File: config.mk
export PLATFORM = sky130hd
export DESIGN_NAME = collision_backoff_timer
export DESIGN_NICKNAME = d
export VERILOG_FILES = /design/src/rtl/backoff_pkg.sv /design/src/rtl/bo_lfsr.sv /design/src/rtl/bo_exp_sel.sv /design/src/rtl/bo_slot_timer.sv /design/src/rtl/collision_backoff_timer.sv
export SDC_FILE = /design/constraint.sdc
export NUM_CORES = 1
export LEC_CHECK = 0
export ABC_AREA = 1
export CAP_MARGIN = 20
export CORE_AREA = 2 2 50 87
export CTS_CLUSTER_DIAMETER = 80
export DETAILED_ROUTE_END_ITERATION = 12
export DIE_AREA = 0 0 52 89
export PLACE_DENSITY = 0.87
export SYNTH_ARGS = -nofsm -noshare
export SYNTH_HDL_FRONTEND = slang
export SYNTH_SLANG_ARGS = --single-unit
export TNS_END_PERCENT = 100
File: constraint.sdc
create_clock -name clk -period 2.6 [get_ports clk]
set_input_delay 0.52 -clock clk [delete_from_list [all_inputs] [get_ports clk]]
set_output_delay 0.52 -clock clk [all_outputs]
set_load 0.01 [all_outputs]
File: src/rtl/backoff_pkg.sv
package backoff_pkg;
  localparam int MAX_EXP = 10;

  // Bit cap chosen by the 2-bit aggressiveness setting
  function automatic int cap_bits(input logic [1:0] lim);
    case (lim)
      2'b00:   return MAX_EXP;
      2'b01:   return 8;
      2'b10:   return 4;
      default: return 1;
    endcase
  endfunction

  // Effective bit count: min(min(retry, MAX_EXP), cap)
  function automatic int exp_bits(input int retry, input logic [1:0] lim);
    int k;
    int c;
    k = (retry > MAX_EXP) ? MAX_EXP : retry;
    c = cap_bits(lim);
    return (k < c) ? k : c;
  endfunction
endpackage

File: src/rtl/bo_lfsr.sv
module bo_lfsr #(
  parameter int W      = 20,
  parameter int TAP_A  = 20,
  parameter int TAP_B  = 17,
  parameter logic [W-1:0] SEED = 20'h00001
) (
  input  logic         clk,
  input  logic         rst_n,
  input  logic         step,
  output logic [W-1:0] state
);
  logic [W-1:0] q;
  logic         fb;

  assign fb    = q[TAP_A-1] ^ q[TAP_B-1];
  assign state = q;

  always_ff @(posedge clk) begin
    if (!rst_n)    q <= SEED;
    else if (step) q <= {q[W-2:0], fb};
  end
endmodule

File: src/rtl/bo_exp_sel.sv
module bo_exp_sel #(
  parameter int RETRY_W = 5,
  parameter int CNT_W   = 10,
  parameter int LFSR_W  = 20
) (
  input  logic [RETRY_W-1:0] retry,
  input  logic [1:0]         limit,
  input  logic [LFSR_W-1:0]  rnd,
  output logic [CNT_W-1:0]   mask,
  output logic [CNT_W-1:0]   sample
);
  import backoff_pkg::*;

  int eff;
  assign eff = exp_bits(int'(retry), limit);

  for (genvar i = 0; i < CNT_W; i++) begin : g_mask
    assign mask[i] = (eff > i);
  end

  assign sample = rnd[CNT_W-1:0] & mask;
endmodule

File: src/rtl/bo_slot_timer.sv
module bo_slot_timer #(
  parameter int CNT_W     = 10,
  parameter int SLOT_BITS = 512
) (
  input  logic             clk,
  input  logic             rst_n,
  input  logic             bit_en,
  input  logic             start,
  input  logic [CNT_W-1:0] load_val,
  output logic             busy,
  output logic             done,
  output logic [CNT_W-1:0] slots,
  output logic             slot_tick
);
  localparam int PHASE_W = (SLOT_BITS > 1) ? $clog2(SLOT_BITS) : 1;
  localparam logic [PHASE_W-1:0] PHASE_LAST = PHASE_W'(SLOT_BITS - 1);

  logic [PHASE_W-1:0] phase;
  logic               finish;

  assign finish    = busy && bit_en && (slots == '0);
  assign slot_tick = busy && bit_en && (slots != '0) && (phase == PHASE_LAST);

  always_ff @(posedge clk) begin
    if (!rst_n) begin
      busy  <= 1'b0;
      done  <= 1'b0;
      slots <= '0;
      phase <= '0;
    end else begin
      done <= 1'b0;
      if (start) begin
        busy  <= 1'b1;
        slots <= load_val;
        phase <= '0;
      end else if (finish) begin
        busy <= 1'b0;
        done <= 1'b1;
      end else if (slot_tick) begin
        phase <= '0;
        slots <= slots - CNT_W'(1);
      end else if (busy && bit_en) begin
        phase <= phase + PHASE_W'(1);
      end
    end
  end
endmodule

File: src/rtl/collision_backoff_timer.sv
module collision_backoff_timer #(
  parameter int RETRY_W   = 5,
  parameter int SLOT_BITS = 512,
  parameter int LFSR_W    = 20,
  parameter logic [LFSR_W-1:0] LFSR_SEED = 20'h00001
) (
  input  logic               clk,
  input  logic               rst_n,
  input  logic               bit_en,
  input  logic               coll_strobe,
  input  logic [RETRY_W-1:0] retry_cnt,
  input  logic [1:0]         bo_limit,
  output logic               busy,
  output logic               done,
  output logic [9:0]         slots_left
);
  localparam int CNT_W = backoff_pkg::MAX_EXP;

  logic [LFSR_W-1:0] lfsr_state;
  logic [CNT_W-1:0]  sample_mask;
  logic [CNT_W-1:0]  sample_val;
  logic              slot_tick;

  bo_lfsr #(.W(LFSR_W), .TAP_A(20), .TAP_B(17), .SEED(LFSR_SEED)) u_lfsr (
    .clk(clk), .rst_n(rst_n), .step(bit_en), .state(lfsr_state)
  );

  bo_exp_sel #(.RETRY_W(RETRY_W), .CNT_W(CNT_W), .LFSR_W(LFSR_W)) u_sel (
    .retry(retry_cnt), .limit(bo_limit), .rnd(lfsr_state),
    .mask(sample_mask), .sample(sample_val)
  );

  bo_slot_timer #(.CNT_W(CNT_W), .SLOT_BITS(SLOT_BITS)) u_timer (
    .clk(clk), .rst_n(rst_n), .bit_en(bit_en), .start(coll_strobe),
    .load_val(sample_val), .busy(busy), .done(done), .slots(slots_left),
    .slot_tick(slot_tick)
  );
endmodule

; ---- Yosys cells after proc, flatten, opt, wreduce, memory -nomap -nowiden
; Cells that the tools add are included.
[word_totals]
regBits = 41
out_inout_bits = 12
elab_cells = 51
[op_classes]
mux = 11
n_lt_le_gt_ge = 12
bitwise_logic = 4
eq_ne = 4
n_reduce_logical = 13
add_sub_neg = 2
[op_table]
columns = cell, count
row1 = $gt 32x4->1 const B, 4
row2 = $gt 32x3->1 const B, 2
row3 = $gt 32x5->1 const B, 2
row4 = $gt 32x1->1 const B, 1
row5 = $gt 32x2->1 const B, 1
row6 = $lt 32x5->1, 1
row7 = $mux 32, 1
row8 = $mux 10, 3
row9 = $mux 9, 2
row10 = $pmux 4 s3, 1
row11 = $and 10x10->10, 1
row12 = $logic_not 10->1, 1
row13 = $reduce_bool 10->1, 1
row14 = $sub 10x1->10 const B, 1
row15 = $add 9x1->9 const B, 1
row16 = $eq 9x9->1 const B, 1
row17 = $reduce_bool 2->1, 3
row18 = $gt 5x4->1 const B, 1
row19 = $mux 5, 1
row20 = $logic_and 1x1->1, 4
row21 = $reduce_and 2->1, 2
row22 = $mux 1, 3
row23 = $eq 2x1->1 const B, 1
row24 = $eq 2x2->1 const B, 1
row25 = 5 further kinds, 6

; ---- Depth between registers and ports, before layout
[depth]
word_depth = 7
mapped_depth = 15

; ---- Cells and area by module
; A second synthesis with hierarchy kept.
[unflattened]
hier_cells = 375
hier_area_um2 = 2449.8
[modules_own_cells]
columns = mod, instances, cells_each, area_per_inst_um2, seq_area_each_um2
row1 = bo_slot_timer, 1, 196, 1267.5, 420.4
row2 = bo_lfsr, 1, 92, 716.9, 400.4
row3 = bo_exp_sel, 1, 87, 465.4, 0.0

; ---- Least setup slack after synthesis
; No wires, ideal clock.
[synth_path]
path_kind = in2reg
start = input port retry_cnt[4]
end = register u_timer.slots[0]
path_slack_ns = 0.418
t_arrival_ns = 2.063
required_ns = 2.481
stages = 11
cell_sequence = nor2_2 inv_2 ha_1 a21oi_1 nand2_4 nand2_1 nand2_2 nor2_1 nand2_1 nand2_1 a21oi_1
[synth_between]
elab_chain_len = 7
[synth_lines]
columns = item, line
row1 = "start, declared", collision_backoff_timer.sv:11  ; input logic [RETRY_W-1:0] retry_cnt,
row2 = $gt 5x4->1, backoff_pkg.sv:18  ; k = (retry > MAX_EXP) ? MAX_EXP : retry;
row3 = $mux 5 *, backoff_pkg.sv:18
row4 = $lt 32x5->1, backoff_pkg.sv:20  ; return (k < c) ? k : c;
row5 = $mux 32 *, backoff_pkg.sv:20
row6 = $gt 32x1->1 *, bo_exp_sel.sv:18  ; assign mask[i] = (eff > i);
row7 = $and 10x10->10 *, bo_exp_sel.sv:21  ; assign sample = rnd[CNT_W-1:0] & mask;
row8 = $mux 10 *, bo_slot_timer.sv:32  ; if (start) begin
row9 = "end signal, assigned", bo_slot_timer.sv:34  ; slots <= load_val;
row10 = "end signal, assigned", bo_slot_timer.sv:41  ; slots <= slots - CNT_W'(1);
row11 = "end, declared", bo_slot_timer.sv:12  ; output logic [CNT_W-1:0] slots,
; Mark *: on every way between the ends. The rest lies on a longest branch, timed or not.
; A chain may end at the register's enable or synchronous reset.

; ---- Final worst setup path
[layout_path]
start = input port retry_cnt[4]
end = register u_timer.slots[6]
[layout_between]
elab_chain_len = 7
[layout_lines]
columns = item, line
row1 = $gt 5x4->1, backoff_pkg.sv:18
row2 = $mux 5 *, backoff_pkg.sv:18
row3 = $lt 32x5->1, backoff_pkg.sv:20
row4 = $mux 32 *, backoff_pkg.sv:20
row5 = $gt 32x4->1 *, bo_exp_sel.sv:18
row6 = $and 10x10->10 *, bo_exp_sel.sv:21
row7 = $mux 10 *, bo_slot_timer.sv:32
; Marked as above.

==> metrics.csv <==
stage,metric,value,unit
cts,cts hold-fix bufs,0,
layout,layout cells sized above 1,0.0962,
sta,post-route minimum period,2280,ps
cts,CTS resizes,0,
floorplan,Initial Utilization,0.555,
synthesis,Synth Area in XOR/XNOR,0.0122,
synthesis,"area leader, netlist",dfxtp_1,
pwr,pwr/cell area,585,nW/um^2
critical_path,Critical Path RT,2820,ps
critical_path,largest fanout on the critical path,8,
global_route,gr usage total,0.239,
synthesis,share of the synthesized area in the top cell type,0.382,
critical_path,"Data arrival, critical path",2500,ps
sta,count of final hold-check violations,0,
cts,Skew-Pair Late Insertion Delay,290,ps
global_route,initial antenna violation count,0,
layout,Final Cell Area,2550,um^2
placement,DP Area,2430,um^2
hold_path,cell count of the worst hold path,2,
synthesis,Simple-Gate Fraction of Synth Area,0.310,
layout,Layout area overhead,18.6,%
cts,CTS root buf,clkbuf_8,
layout,Final #Nets,358,
cts,TritonCTS Buffers,5,
hold_path,HP Class,reg2reg,
synthesis,"Seq/Total Area, Yosys",0.382,
critical_path,r2r setup slk,540,ps
synthesis,Yosys warning count,0,
floorplan,Die X,52,um
layout,ant diodes,0,
sta,RSZ-0062 raised after global routing,no,
cts,setup bufs post-CTS,0,
floorplan,CORE AREA,3870,um^2
synthesis,main combinational cell family by area after synthesis,simple AND/OR/NAND/NOR gates,
sta,Final Cycle Share,0.877,
synthesis,multiplexer share of the synthesized area,0,
route,final WL,5010,um
synthesis,Yosys cell types,29,
hold_path,Worst Hold Path EP,u_timer.phase[8],
route,Initial DRC Count,83,
run,max cap viols,0,
synthesis,Area contributors post-synth,"dfxtp_1 (38%), o21ai_0 (11%), nand2_1 (10%)",
synthesis,syn nets,334,
pwr,Pwr Total,1.49,mW
sta,count of pins over their slew limit,0,
placement,GPL Wtd Cong,0.890,
layout,Non-Filler Instances,391,
route,Post-DRT Antenna Nets,0,
floorplan,Die H,89,um
sta,Worst-Margin Slew,612,ps
route,Vias,2115,
route,routed length on met3,153,um
cts,CTS H-tree lvls,2,
critical_path,Critical Path Start Type,input port,
sta,fmax,0.438,GHz
floorplan,I/O pin count,23,
global_route,Congestion Overflow GR,0,
route,total iterations of the first detailed-routing run,9,
critical_path,Setup CP Type,in2reg,
route,highest metal used,met4,
synthesis,Post-Syn Area,2150,um^2
sta,clk_skew,4.13,ps
synthesis,Synth Area in Compound Gates,0.192,
critical_path,Reg2Reg Depth,13,
route,drt wl/cell,12.8,um
pwr,Worst IR Drop VDD,0.000389,V
global_route,first-pass GRT wire length,8510,um
pwr,static leakage,1.13,nW
synthesis,area share of fa/ha/maj cells after synthesis,0.0291,
sta,Slew HR,0.591,
sta,final setup fails,0,
cts,CTS tree,done,
synthesis,post-synthesis register bit count,41,
cts,clk sinks,41,
floorplan,Die Footprint,4630,um^2
global_route,largest net degree at the start of global routing,30,
route,met1 wire length,2000,um
placement,post-DP HPWL,3610,um
synthesis,Post-Synthesis Cells,318,
route,DRC Markers,0,
cts,clk buf depth,2,
run_status,status,"finished, final reports clean",
global_route,vias in the first global route,1999,
critical_path,FF-to-FF End,u_timer.phase[4],
floorplan,# rows,30,
route,met2 wire len,2670,um
sta,Setup TNS,0,ps
placement,port bufs,22,
placement,cell count after placement,383,
hold_path,worst hold start,u_timer.phase[8],
critical_path,CP endpoint kind,register,
route,vias per inst,5.41,
cts,clock-pin slew on the worst setup and hold paths,80,ps
critical_path,reg2reg start,u_timer.slots[0],
synthesis,"Avg Cell Area, Syn",6.75,um^2
==> per-stage QoR <==
step / setup slack (ps) / hold slack, ps / util
after global routing: 89.5 / 505 / 0.659
after detailed placement: 40.6 / 467 / 0.628
after global placement: 66.8 / 448 / 0.628
final: 319 / 479 / 0.659
after floorplan: 418 / 423 / -
after CTS: 337 / 481 / 0.659
==> flip-flops by register name (all words and copies together) (netlist names) <==
register       flops
u_timer.slots     10
u_timer.busy       1
u_timer.phase      9
u_timer.done       1
u_lfsr.state      20
==> worst max-delay path by stage <==
stage	to	slack, ps	start	cells past startpoint
5_1_grt	u_timer.slots[3]	90	retry_cnt[4]	12
2_1_floorplan	u_timer.slots[0]	420	retry_cnt[4]	11
4_1_cts	u_timer.slots[6]	340	retry_cnt[4]	12
3_5_place_dp	u_timer.slots[6]	40	retry_cnt[4]	12
6_report	u_timer.slots[6]	320	retry_cnt[4]	12
3_3_place_gp	u_timer.slots[1]	70	bo_limit[1]	14
==> cell type report <==
cell class                 instances  area [um^2]
inverter                          32          120
clock buffer                       6         82.6
fill                             342         1320
tap                               48         60.1
sequential                        41          821
multi-input combinational        235         1170
timing repair buffer              27          258
clock inverter                     2         37.5
==> critical path: stages <==
cell,delay (ps)
clkdlybuf4s50_1,430
nor2_2,180
inv_2,80
ha_1,310
a21oi_1,170
buf_4,190
nand2_4,80
nand2_1,90
nand2_2,80
a21oi_1,150
nand2_1,80
a21oi_1,140
==> routing by layer <==
| metal | vias to the layer above | track usage |
|---|---|---|
| li1 | 1078 | - |
| met1 | 965 | 0.263 |
| met2 | 55 | 0.430 |
| met3 | 17 | 0.0251 |
| met4 | 0 | 0.136 |
| met5 | - | 0 |
==> cell usage after synthesis <==
cell / instances
or3_1: 1
o21ai_0: 47
clkbuf_1: 9
a31oi_1: 2
a21oi_2: 1
nor3_1: 3
o211a_1: 1
nand2_1: 59
nand3_1: 14
nor2_4: 2
inv_1: 29
ha_1: 5
nand4_1: 2
inv_2: 3
a21oi_1: 20
nand2_2: 5
a21oi_4: 1
xnor2_1: 1
nor2_2: 4
nand3b_1: 2
buf_2: 1
o21a_1: 2
o21bai_1: 1
a211oi_1: 1
dfxtp_1: 41
nor2_1: 55
xor2_1: 2
or2_2: 1
nand2_4: 3
==> placed cells by master, fill, tap and decap left out, types with 3 or more instances in the layout <==
cell type / instances
clkdlybuf4s50_1: 22
nor2_2: 4
buf_4: 5
inv_2: 3
inv_1: 29
nand2_4: 3
nand2_1: 59
dfxtp_1: 41
a21oi_1: 20
clkbuf_8: 6
nor3_1: 3
o21ai_0: 47
nand3_1: 14
nor2_1: 55
ha_1: 5
nand2_2: 5
==> cells by family (layout without fill, tap and decap cells) <==
logic type	Yosys count	count (layout)
adder cells (fa/ha/maj)	5	5
AND/OR/NAND/NOR	151	151
XOR/XNOR	3	3
flip-flops	41	41
AO/OA/AOI/OAI	76	76
buffers and inverters	42	67
==> report_power, final <==
group	internal [mW]	switching, mW
Sequential	0.660	0.0285
Clock	0.312	0.221
Combinational	0.108	0.161
No activity file was read; power rests on OpenSTA's default activity.
